===== src/rtl/lpm_pkg.sv =====
package lpm_pkg;
  localparam int MODE_W = 2;
  typedef enum logic [MODE_W-1:0] {
    M_RUN  = 2'd0,
    M_IDLE = 2'd1,
    M_PDN  = 2'd2
  } mode_t;

  // Next state from the current state and the events of one cycle.
  function automatic mode_t next_mode(mode_t cur, logic go_pdn, logic go_idle,
                                      logic wake);
    mode_t n;
    n = cur;
    case (cur)
      M_RUN:   if (go_pdn) n = M_PDN; else if (go_idle) n = M_IDLE;
      M_IDLE:  if (wake) n = M_RUN;
      default: n = M_PDN;
    endcase
    return n;
  endfunction
endpackage


===== src/rtl/lpm_ctl_reg.sv =====
module lpm_ctl_reg #(
  parameter int CTL_W   = 2,
  parameter int IDLE_BIT = 0,
  parameter int PDN_BIT  = 1
) (
  input  logic             clk,
  input  logic             rst,
  input  logic             wr_en,
  input  logic [CTL_W-1:0] wr_data,
  input  logic             accept,
  input  logic             clr_idle,
  output logic             go_pdn,
  output logic             go_idle,
  output logic [CTL_W-1:0] ctl_q
);
  logic wr_ok;
  assign wr_ok   = wr_en && accept;
  assign go_pdn  = wr_ok && wr_data[PDN_BIT];
  assign go_idle = wr_ok && wr_data[IDLE_BIT] && !wr_data[PDN_BIT];

  always_ff @(posedge clk) begin
    if (rst) begin
      ctl_q <= '0;
    end else if (wr_ok) begin
      ctl_q           <= '0;
      ctl_q[PDN_BIT]  <= go_pdn;
      ctl_q[IDLE_BIT] <= go_idle;
    end else if (clr_idle) begin
      ctl_q[IDLE_BIT] <= 1'b0;
    end
  end

  // power-down takes precedence when both bits are written
  a_r4_pdn_wins: assert property (@(posedge clk) disable iff (rst)
    (wr_ok && wr_data[PDN_BIT] && wr_data[IDLE_BIT]) |=> (ctl_q[PDN_BIT] && !ctl_q[IDLE_BIT]));
  // the register holds when writes are refused
  a_r9_no_write: assert property (@(posedge clk) disable iff (rst)
    (wr_en && !accept && !clr_idle) |=> $stable(ctl_q));
endmodule


===== src/rtl/lpm_seq.sv =====
module lpm_seq
  import lpm_pkg::*;
(
  input  logic  clk,
  input  logic  rst,
  input  logic  go_pdn,
  input  logic  go_idle,
  input  logic  irq,
  output mode_t st_q,
  output logic  accept,
  output logic  wake_evt,
  output logic  reinit_q
);
  assign accept   = (st_q == M_RUN);
  assign wake_evt = (st_q == M_IDLE) && irq;

  always_ff @(posedge clk) begin
    if (rst) st_q <= M_RUN;
    else     st_q <= next_mode(st_q, go_pdn, go_idle, wake_evt);
    reinit_q <= rst;
  end

  // an interrupt wakes the core from idle
  a_r7_irq_wake: assert property (@(posedge clk) disable iff (rst)
    wake_evt |=> (st_q == M_RUN));
  // power-down is left only through reset
  a_r8_pdn_sticky: assert property (@(posedge clk) disable iff (rst)
    (st_q == M_PDN) |=> (st_q == M_PDN));
  // an idle request from running enters idle
  a_r2_enter_idle: assert property (@(posedge clk) disable iff (rst)
    (go_idle && !go_pdn) |=> (st_q == M_IDLE));
  // a power-down request enters power-down
  a_r3_enter_pdn: assert property (@(posedge clk) disable iff (rst)
    go_pdn |=> (st_q == M_PDN));
  // reset always restores running
  a_r10_reset_run: assert property (@(posedge clk)
    rst |=> (st_q == M_RUN));
endmodule


===== src/rtl/lpm_ctl.sv =====
module lpm_ctl
  import lpm_pkg::*;
#(
  parameter int CTL_W    = 2,
  parameter int IDLE_BIT = 0,
  parameter int PDN_BIT  = 1
) (
  input  logic             clk,
  input  logic             rst,
  input  logic             wr_en,
  input  logic [CTL_W-1:0] wr_data,
  input  logic             irq,
  output logic             cpu_clk_en,
  output logic             per_clk_en,
  output logic             osc_en,
  output logic             reinit_stb,
  output logic             ram_clear,
  output logic [MODE_W-1:0] mode,
  output logic [CTL_W-1:0] ctl_bits
);
  mode_t st;
  logic  accept, wake_evt, go_pdn, go_idle;

  lpm_ctl_reg #(.CTL_W(CTL_W), .IDLE_BIT(IDLE_BIT), .PDN_BIT(PDN_BIT)) reg_i (
    .clk(clk), .rst(rst), .wr_en(wr_en), .wr_data(wr_data),
    .accept(accept), .clr_idle(wake_evt),
    .go_pdn(go_pdn), .go_idle(go_idle), .ctl_q(ctl_bits)
  );

  lpm_seq seq_i (
    .clk(clk), .rst(rst), .go_pdn(go_pdn), .go_idle(go_idle), .irq(irq),
    .st_q(st), .accept(accept), .wake_evt(wake_evt), .reinit_q(reinit_stb)
  );

  assign cpu_clk_en = (st == M_RUN);
  assign per_clk_en = (st != M_PDN);
  assign osc_en     = (st != M_PDN);
  assign ram_clear  = 1'b0;
  assign mode       = st;

  // idle stops only the CPU clock
  a_r5_idle_clocks: assert property (@(posedge clk) disable iff (rst)
    (mode == M_IDLE) |-> (!cpu_clk_en && per_clk_en && osc_en));
  // power-down stops everything
  a_r6_pdn_clocks: assert property (@(posedge clk) disable iff (rst)
    (mode == M_PDN) |-> (!cpu_clk_en && !per_clk_en && !osc_en && ctl_bits[PDN_BIT]));
endmodule


===== config.mk =====
export PLATFORM = sky130hd
export DESIGN_NAME = lpm_ctl
export DESIGN_NICKNAME = d
export VERILOG_FILES = /design/src/rtl/lpm_pkg.sv /design/src/rtl/lpm_ctl_reg.sv /design/src/rtl/lpm_seq.sv /design/src/rtl/lpm_ctl.sv
export SDC_FILE = /design/constraint.sdc
export NUM_CORES = 1
export LEC_CHECK = 0
export ABC_CLOCK_PERIOD_IN_PS = 2800
export CAP_MARGIN = 20
export CORE_AREA = 2 2 39 41
export DETAILED_ROUTE_END_ITERATION = 16
export DIE_AREA = 0 0 41 43
export SYNTH_ARGS = -nofsm -noshare
export SYNTH_HDL_FRONTEND = slang
export SYNTH_SLANG_ARGS = --single-unit

===== constraint.sdc =====
create_clock -name clk -period 2.8 [get_ports clk]
set_input_delay 0.56 -clock clk [delete_from_list [all_inputs] [get_ports clk]]
set_output_delay 0.56 -clock clk [all_outputs]
set_load 0.05 [all_outputs]

==> impl_metrics.tcl <==
set metrics [dict create \
    powerDensity_mw_per_mm2 596 \
    syn_inst 24 \
    die_w_um 41 \
    antenna_cells 0 \
    nets 46 \
    layout_common_cells "13 x clkdlybuf4s50_1, 5 x dfxtp_1, 3 x clkbuf_4" \
    drive_gt1_frac 0.103 \
    yosysWarnings 0 \
    final-max-slew-violation-count 0 \
    avgSynthCellArea_sq_um 8.86 \
    io_pins 15 \
    grt_usage 0.0774 \
    grt_pass1_wl_um 834 \
    syn_to_final_growth_pct 75.9 \
    drcViolationCount 0 \
    min_period_ps 2220 \
    clockBufferDepth 2 \
    cp.required_ps 2240 \
    antenna_found_initial 0 \
    grt_max_degree 8 \
    vias_per_cell 3.96 \
    multi_input_area_sq_um 93.8 \
    num-fill-cells 159 \
    worst-path-max-fanout 7 \
    power_leakage_nw 0.134 \
    vdd_drop_max_v 0.000288 \
    fmax_ghz 0.450 \
    gp_congestion 0.704 \
    min_period_over_period 0.793 \
    htree_levels 1 \
    cts_resized 0 \
    setup_viol 0 \
    dp_hpwl_um 376 \
    status "finished clean" \
    regArea_sq_um 100 \
    crit_path_start_kind "register" \
    hold_path_class "register to register" \
    tns_ps 0 \
    floorplan.initialDensity 0.154 \
    port_buffers 13 \
    drtIter0Drc 7 \
    first_global_vias 205 \
    die_h_um 43 \
    wire_per_inst_um 9.84 \
    dr.pass1.iters 3 \
    drv_cap 0 \
    ys_types 16 \
    clkSlewWorstSetupHoldPaths_ps 40 \
    hold_viol_final 0 \
    rsz0062_at_grt "no" \
    synth_seq_cells 5 \
    core-area_sq_mm 0.00138 \
    post_synth_instance_area_sq_um 213 \
    ant_nets 0 \
    clk_latency_ps 240 \
    drt-total-wl_um 541 \
    root_buffer "clkbuf_4" \
    vias 218 \
    cts_setup_buffers 0 \
    ctsHoldBuffers 0 \
    cp-end-kind "primary output" \
    cts_num_sinks 5 \
    worst_slack_ps 580 \
    crit_arrival_ps 1660 \
    crit_type "register to primary output" \
    syn-num-nets 30 \
    overflow 0 \
    yosysSeqAreaShare 0.471 \
    clock_skew_ps 2.43 \
    final_common_cell "clkdlybuf4s50_1" \
    place_ws_ps 857 \
    numCtsBuffers 3 \
    die-area_sq_mm 0.00176 \
    rows 14 \
    cts_tree "yes" \
]
-- kinds of logic (layout without fill, tap and decap cells) --
| logic type | Yosys count | after routing | synth area share |
|---|---|---|---|
| other | 1 | 1 | 0.0176 |
| DFF | 5 | 5 | 0.471 |
| AOI/OAI and AO/OA | 6 | 6 | 0.182 |
| and+or+nand+nor | 8 | 8 | 0.194 |
| muxes | 1 | 1 | 0.0471 |
| buffers and inverters | 3 | 18 | 0.0882 |
-- state kept, by name (all words and copies together), names as in the netlist --
name and count:
reg_i.ctl_q 2, seq_i.st_q 2, seq_i.reinit_q 1
-- worst paths after layout --
path | from | to | slack, ps | depth (start not counted)
setup / recovery | seq_i.st_q[0] | per_clk_en | 580 | 3
setup reg to reg | seq_i.st_q[0] | reg_i.ctl_q[0] | 1700 | 2
hold reg to reg | reg_i.ctl_q[0] | reg_i.ctl_q[0] | 470 | 2
hold / removal | reg_i.ctl_q[0] | reg_i.ctl_q[0] | 470 | 2
-- critical path, stage by stage (launching register included) --
cell             delay [ps]
dfxtp_1                 440
inv_1                   100
nand2_1                  80
clkdlybuf4s50_1         800
-- metrics by stage --
stage	instance area [sq um]	util	hold WS (ps)	power (mW)	std cells
2_1_floorplan	213	-	588	0.118	24
3_3_place_gp	348	0.251	463	0.140	51
3_5_place_dp	348	0.251	470	0.140	51
4_1_cts	374	0.270	477	0.228	55
5_1_grt	374	0.270	509	0.238	55
6_report	374	0.270	473	0.223	55
-- where the power goes --
part / switching (mW) / internal (mW)
sequential: 0.00357 / 0.0753
clock: 0.0304 / 0.0539
combinational: 0.0380 / 0.0219
-- metal layers --
metal / share of wire / up-vias / GRT usage
met4: 0 / 0 / 0.0400
met1: 0.45 / 93 / 0.0871
met5: 0 / - / 0
met2: 0.40 / 14 / 0.0906
met3: 0.15 / 0 / 0.0785
li1: - / 111 / -
-- cell type report --
cell class              instances  share of cell area
well taps                      16              0.0535
clock buffers                   4              0.0702
flip-flops and latches          5               0.268
multi-input cells              16               0.251
repair buffers                 13               0.348
inverters                       1              0.0100
-- synthesized netlist by cell type, drive strengths merged --
library cell / instances / area [sq um]
dfxtp: 5 / 100
a21oi: 2 / 10.0
buf: 2 / 15.0
nand2: 2 / 7.51
nor2: 2 / 7.51
a211oi: 1 / 7.51
a21bo: 1 / 10.0
a31oi: 1 / 6.26
conb: 1 / 3.75
inv: 1 / 3.75
mux2i: 1 / 10.0
nand3: 1 / 5.00
o21ai: 1 / 5.00
or2b: 1 / 7.51
or3: 1 / 6.26
or4: 1 / 7.51
No activity file was read; power rests on OpenSTA's default activity.
